### src/rtl/swdrv_seq.sv
module swdrv_seq #(
  parameter int PERIOD = 64,
  parameter int DEAD   = 2,
  parameter int DUTY_W = 8
) (
  input  logic              clk,
  input  logic              rst,
  input  logic              en_i,
  input  logic [DUTY_W-1:0] duty_i,
  output logic [5:0]        gate_o,
  output logic [2:0]        step_o,
  output logic [7:0]        step_hot_o,
  output logic              ph1_o,
  output logic              ph2_o
);
  localparam int TW   = $clog2(PERIOD);
  localparam int DMIN = DEAD + 1;
  localparam int DMAX = PERIOD - DEAD - 1;

  logic          active;
  logic [TW-1:0] tick, dlat, dnext;
  logic [2:0]    step;
  logic          in_p1, in_p2, dead;
  logic [5:0]    p2_set;

  always_comb begin
    if (32'(duty_i) < DMIN)      dnext = TW'(DMIN);
    else if (32'(duty_i) > DMAX) dnext = TW'(DMAX);
    else                         dnext = TW'(duty_i);
  end

  always_ff @(posedge clk) begin
    if (rst) begin
      active <= 1'b0;
      tick   <= '0;
      step   <= '0;
      dlat   <= TW'(DMIN);
    end else if (!active) begin
      if (en_i) begin
        active <= 1'b1;
        tick   <= '0;
        dlat   <= dnext;
      end
    end else if (tick == TW'(PERIOD - 1)) begin
      step   <= step + 3'd1;
      tick   <= '0;
      dlat   <= dnext;
      active <= en_i;
    end else if (!en_i && tick == dlat - 1'b1) begin
      active <= 1'b0;
      tick   <= '0;
    end else begin
      tick <= tick + 1'b1;
    end
  end

  assign in_p1 = active && (tick < dlat);
  assign in_p2 = active && (tick >= dlat);
  assign dead  = (in_p1 && 32'(tick) < DEAD) ||
                 (in_p2 && ({1'b0, tick} < {1'b0, dlat} + (TW+1)'(DEAD)));

  always_comb begin
    case (step)
      3'd1, 3'd5: p2_set = 6'b000110;
      3'd3:       p2_set = 6'b011010;
      3'd7:       p2_set = 6'b101010;
      default:    p2_set = 6'b000001;
    endcase
  end

  assign gate_o     = dead ? 6'b0 : (in_p1 ? 6'b000011 : (in_p2 ? p2_set : 6'b0));
  assign ph1_o      = in_p1 && !dead;
  assign ph2_o      = in_p2 && !dead;
  assign step_o     = step;
  assign step_hot_o = 8'b1 << step;
endmodule

### config.mk
export PLATFORM = sky130hd
export DESIGN_NAME = swdrv_seq
export DESIGN_NICKNAME = d
export VERILOG_FILES = /design/src/rtl/swdrv_seq.sv
export SDC_FILE = /design/constraint.sdc
export NUM_CORES = 1
export LEC_CHECK = 0
export BUFFER_PORTS_ARGS = -buffer_cell sky130_fd_sc_hd__clkbuf_2
export CAP_MARGIN = 0
export CORE_MARGIN = 10
export CORE_UTILIZATION = 49
export CTS_CLUSTER_SIZE = 20
export DETAILED_ROUTE_END_ITERATION = 10
export GPL_TIMING_DRIVEN = 0
export PLACE_DENSITY = 0.75
export SKIP_LAST_GASP = 1
export SYNTH_ARGS = -nofsm -noshare
export SYNTH_HDL_FRONTEND = slang
export SYNTH_SLANG_ARGS = --single-unit
export TNS_END_PERCENT = 20
### constraint.sdc
create_clock -name clk -period 2.4 [get_ports clk]
set_input_delay 0.36 -clock clk [delete_from_list [all_inputs] [get_ports clk]]
set_output_delay 0.36 -clock clk [all_outputs]
set_load 0.1 [all_outputs]
==> results of run 1 <==
## cell usage in the layout (no fill, tap or decap), types with 3 or more instances in the layout
cell / netlist / layout
inv_2: 0 / 3
nor2b_1: 6 / 3
dfxtp_2: 0 / 6
dfxtp_1: 16 / 6
a21o_1: 3 / 3
ha_4: 0 / 6
nand3_1: 8 / 6
a211oi_1: 8 / 6
dfxtp_4: 0 / 4
buf_4: 0 / 16
clkbuf_2: 1 / 22
nor3_1: 6 / 5
nand2_1: 13 / 13
buf_6: 1 / 3
xnor2_1: 9 / 8
a21oi_1: 12 / 9
inv_1: 16 / 11
o21ai_1: 3 / 3
nor2_1: 14 / 12
and2_1: 7 / 3
ha_1: 23 / 15
and2_4: 0 / 4
clkbuf_16: 0 / 6
clkbuf_4: 0 / 4
## state kept, by name, summed over array words and instances (netlist names)
| name | cells |
|---|---|
| tick | 6 |
| step_o | 3 |
| active | 1 |
| dlat | 6 |
## metal layers
layer,vias to the layer above,GRT usage,part of all wire
met1,722,0.186,0.42
met3,11,0.0263,0.040
met5,-,0,0
met4,0,0.0483,0.023
li1,756,-,-
met2,44,0.283,0.52
## worst min path at each step
stage	end	cells past startpoint	slack (ps)	startpoint
2_1_floorplan	dlat[0]	1	460	rst
3_3_place_gp	step_o[1]	2	480	step_o[1]
3_5_place_dp	step_o[1]	2	490	step_o[1]
4_1_cts	dlat[0]	3	300	duty_i[0]
5_1_grt	dlat[0]	3	300	duty_i[0]
6_report	dlat[0]	3	300	duty_i[0]
## critical path, stage by stage, from the launching register on
cell,delay [ps]
dfxtp_2,330
buf_6,120
inv_4,40
ha_4,270
a21o_1,110
a21o_1,130
a21o_1,190
buf_4,150
o21ai_4,80
nor3_4,320
and2_4,220
clkbuf_16,190
## per-stage QoR
stage                     cells  TNS, ps  hold slack [ps]
final                       266    -3030              298
after global routing        266    -3830              304
after CTS                   261    -2590              297
after detailed placement    245    -2840              487
after global placement      245    -2320              477
after floorplan             185    -1010              461
## cell type report
type	instances	area (sq um)
timing repair buffer	47	420
multi-input combinational	147	1320
clock buffer	3	22.5
inverter	16	65.1
buffer	6	33.8
sequential	16	343
tap	31	38.8
fill	176	584
## logic make-up after synthesis
| group | synth area share |
|---|---|
| buffers and inverters | 0.0634 |
| AND/OR/NAND/NOR | 0.260 |
| flip-flops | 0.216 |
| XOR/XNOR | 0.0651 |
| adder cells (fa/ha/maj) | 0.194 |
| multiplexers | 0.0169 |
| AO/OA/AOI/OAI | 0.184 |
## timing repair
action | 4_1_cts | 5_1_grt
buffers inserted | 13 | 5
setup endpoints to repair | 8 | 8
gates resized for setup | 40 | 29
pin swaps | 10 | 16
cloned | 0 | 0
## power breakdown
group,internal [uW],switching [uW],leakage (uW),total (uW)
sequential,280,22.7,0.000135,303
combinational,133,154,0.000812,287
clock,58.5,83.2,0.0000138,142
total,472,260,0.000961,731
==> reports/metrics.yaml, run 1 <==
grt_pass1_wl_um: 7040
start_kind: "flip-flop"
critPathKind: "flip-flop to primary output"
clkTransAtPathRegs_ps: 90
cts_sinks: 16
clock.fmax_ghz: 0.357
post_dp_cell_area_sq_um: 1750
port_buffers: 29
antenna_cells: 0
cts_hold_buffers: 0
min_path_type: "primary input to flip-flop"
first_pass_iters: 4
synth-seq-area-share: 0.216
clk_latency_ps: 290
ys_ff_latch: 16
grt_pass1_vias: 1452
area_delta_synth_final_pct: 51.6
rr_startpoint: "dlat[0]"
post-route-period-util: 1.17
period_needed_ps: 2800
cts_root_buf: "clkbuf_4"
post-route-cell-area_sq_um: 2240
via_count: 1533
synth_most_common_cell: "ha_1"
coreArea_sq_um: 2830
drv_cap: 0
hold_viol: 0
yosysUniqueCellTypes: 42
timing.slew.headroom: 0.568
cts_buffers: 3
num_rows: 19
crit_end: "gate_o[5]"
fp.dieArea_sq_um: 5620
rsz0062_at_grt: "true"
fin_skew_ps: 7.34
track_usage: 0.158
num-nets-final: 271
routabilityCongestion: 0.822
avgSynthCellArea_sq_um: 8.00
antenna_found_initial: 0
drt_iter0_drc: 104
cp-startpoint: "dlat[3]"
synth_area_sq_um: 1480
h-tree-depth: 1
synth_fp_nets: 219
status: "finished, violations left"
ant_nets: 0
total_power_uw: 731
finalMaxSlewViolations: 0
worst_pin_slew_ps: 643
ys_warn_count: 0
cp.required_ps: 2040
post-place-ws_ps: -432
die_h_um: 75.0
synth.area.top_cells: "dfxtp_1, ha_1, xnor2_1"
pin_count: 30
layout_setup_ws_ps: -401
post-route-drc-count: 0
wl_per_cell_um: 17.4
initial_utilization: 0.523
synth_common_cells: "ha_1, dfxtp_1, inv_1"
drive_above_1_share: 0.464
clk_path_buf_depth: 2
yosys.area.top_type: "dfxtp_1"
place_hpwl_um: 3030
end_kind: "primary output"
finalWirelength_um: 4620
viasPerCell: 5.76
vdd_ir_drop_max_mv: 0.363
synthFlopType: "dfxtp_1"
yosys.area.top_type_share: 0.216
r2r_end: "tick[0]"
grt_overflow: 0
synth_edf_count: 0
regToRegSetupSlack_ps: 200
cp_max_fo: 5
post-route-util: 0.793
finalSetupViolations: 8
rr_worst_depth: 7
p_leak_uw: 0.000961
powerDensity_nw_per_um2: 326
tritoncts: "built"
ys_async_sr_fraction: 0
cp.arrival_ps: 2440
fp.dieW_um: 75.0
violations: "negative setup slack"
grt_max_degree: 12
synthCells: 185
Power figures use the tool's default switching activity.
==> run 2, diff against run 1 <==
- clock period: 2.4 -> 2.3 ns (I/O delays scaled with it)
==> run 2 against run 1 <==
Effect of this change:
- flip-flop and latch count unchanged
- first-iteration DRC count down 54%
- combinational power down 6%
- largest power group unchanged
- critical path depth down 2
- wire length down 6.7%
- highest routed layer unchanged
- the run still ends with negative setup slack left
- power up 0.43%
- final area down 3.3%
- register-to-register slack worse by 120 ps
- clock power about the same
- via count down 1.7%
==> reports/metrics.yaml, run 2 (synthesized netlist as in run 1, its figures left out) <==
antenna_found_initial: 0
cp.arrival_ps: 2390
wl_per_cell_um: 16.8
multiInputGateArea_sq_um: 1350
layout_setup_ws_ps: -436
cts_buffers: 3
crit_family: "simple AND/OR/NAND/NOR gates"
post_dp_cell_area_sq_um: 1790
vdd_ir_drop_max_mv: 0.284
cts_root_buf: "clkbuf_4"
regArea_sq_um: 343
post-route-cell-area_sq_um: 2170
mostFrequentLayoutCell: "clkbuf_2"
fp.dieArea_sq_um: 5620
grt_pass1_wl_um: 6400
final_cell_mix: "clkbuf_2, ha_1, nand2_1"
grt_pass1_vias: 1431
powerDensity_nw_per_um2: 338
critPathKind: "flip-flop to primary output"
intPower_uw: 475
via_count: 1507
worstPathCellList: "nand3_4 > xnor2_2 > ha_1 > nand2_1 > o21ai_2 > o221ai_4 > nor3_4 > and2_4 > buf_12"
cp.required_ps: 1960
crit_buf_inv: 1
violations: "negative setup slack"
finalWirelength_um: 4310
whs_ps: 298
max_stage_delay_ps: 410
drv_cap: 0
num-nets-final: 262
port_buffers: 29
tritoncts: "built"
grt_max_degree: 12
crit_slowest_cell: "dfxtp_2"
pin_count: 30
post-route-util: 0.767
die_h_um: 75.0
antenna_cells: 0
comb_power_share: 0.367
clk_path_buf_depth: 2
p_leak_uw: 0.000906
coreArea_sq_um: 2830
finalSetupViolations: 8
worst_pin_slew_ps: 661
clock.fmax_ghz: 0.365
period_needed_ps: 2740
post-route-drc-count: 0
regToRegSetupSlack_ps: 80
h-tree-depth: 1
initial_utilization: 0.523
power.switching_uw: 259
cts_sinks: 16
grt_overflow: 0
p_clk_frac: 0.195
viasPerCell: 5.86
fp.dieW_um: 75.0
swShare: 0.353
routabilityCongestion: 0.824
end_kind: "primary output"
track_usage: 0.141
finalMaxSlewViolations: 0
hold_viol: 0
status: "finished, violations left"
fin_skew_ps: 2.28
post-route-period-util: 1.19
fillCellCount: 213
drt_iter0_drc: 48
cp_max_fo: 4
clk_latency_ps: 280
clkTransAtPathRegs_ps: 90
power.sequential.fraction: 0.437
place_hpwl_um: 3010
ant_nets: 0
rsz0062_at_grt: "true"
drive_above_1_share: 0.456
first_pass_iters: 4
area_delta_synth_final_pct: 46.6
num_rows: 19
total_power_uw: 734
start_kind: "flip-flop"
min_path_type: "primary input to flip-flop"
timing.slew.headroom: 0.556
[run 2: cell types whose count changed in the layout (fill, tap and decap cells not counted), sizes merged]
| cell | delta |
|---|---|
| buf | -4 |
| clkbuf | -5 |
[run 2: what timing repair did]
item                       4_1_cts  5_1_grt
pin swaps                        4       17
setup buffers                    5        5
hold buffers                     0        0
cloned                           0        0
setup endpoints to repair        8       13
resized for setup               22       46
[run 2: power by group through the flow]
| stage | combinational, uW | sequential [uW] | clock [uW] |
|---|---|---|---|
| 2_1_floorplan | 161 | 312 | 0 |
| 3_3_place_gp | 197 | 317 | 0 |
| 3_5_place_dp | 206 | 318 | 0 |
| 4_1_cts | 228 | 312 | 146 |
| 5_1_grt | 297 | 323 | 154 |
| 6_report | 270 | 321 | 143 |
[run 2: metal layers]
metal,track usage,part of all wire,vias up
met5,0,0,-
met4,0.0546,0.031,0
met3,0.0158,0.040,12
met2,0.243,0.51,55
met1,0.174,0.41,703
li1,-,-,737
[run 2: area by class of cell]
type / count / area share
flip-flops and latches: 16 / 0.158
clock buffers: 3 / 0.0104
repair buffers: 39 / 0.149
multi-input cells: 147 / 0.623
plain buffers: 5 / 0.0104
well taps: 31 / 0.0179
inverters: 16 / 0.0311
[run 2: path summary, 6_finish.rpt]
check,endpoint,cells past startpoint,start
worst max register to register,tick[0],7,dlat[0]
worst min register to register,step_o[1],2,step_o[1]
worst min-delay path,dlat[0],3,duty_i[0]
worst max-delay path,gate_o[3],9,dlat[3]
[run 2: stage by stage]
step	cells	TNS, ps	setup WS, ps
floorplan	185	-1610	-308
global placement	245	-2710	-432
detailed placement	245	-3290	-512
CTS	253	-3360	-443
global route	257	-4360	-552
finish	257	-3170	-436
[run 2: worst min-delay path, cell delays in order]
cell and delay (ps):
clkbuf_2 90, o22ai_1 60, nand2b_1 60
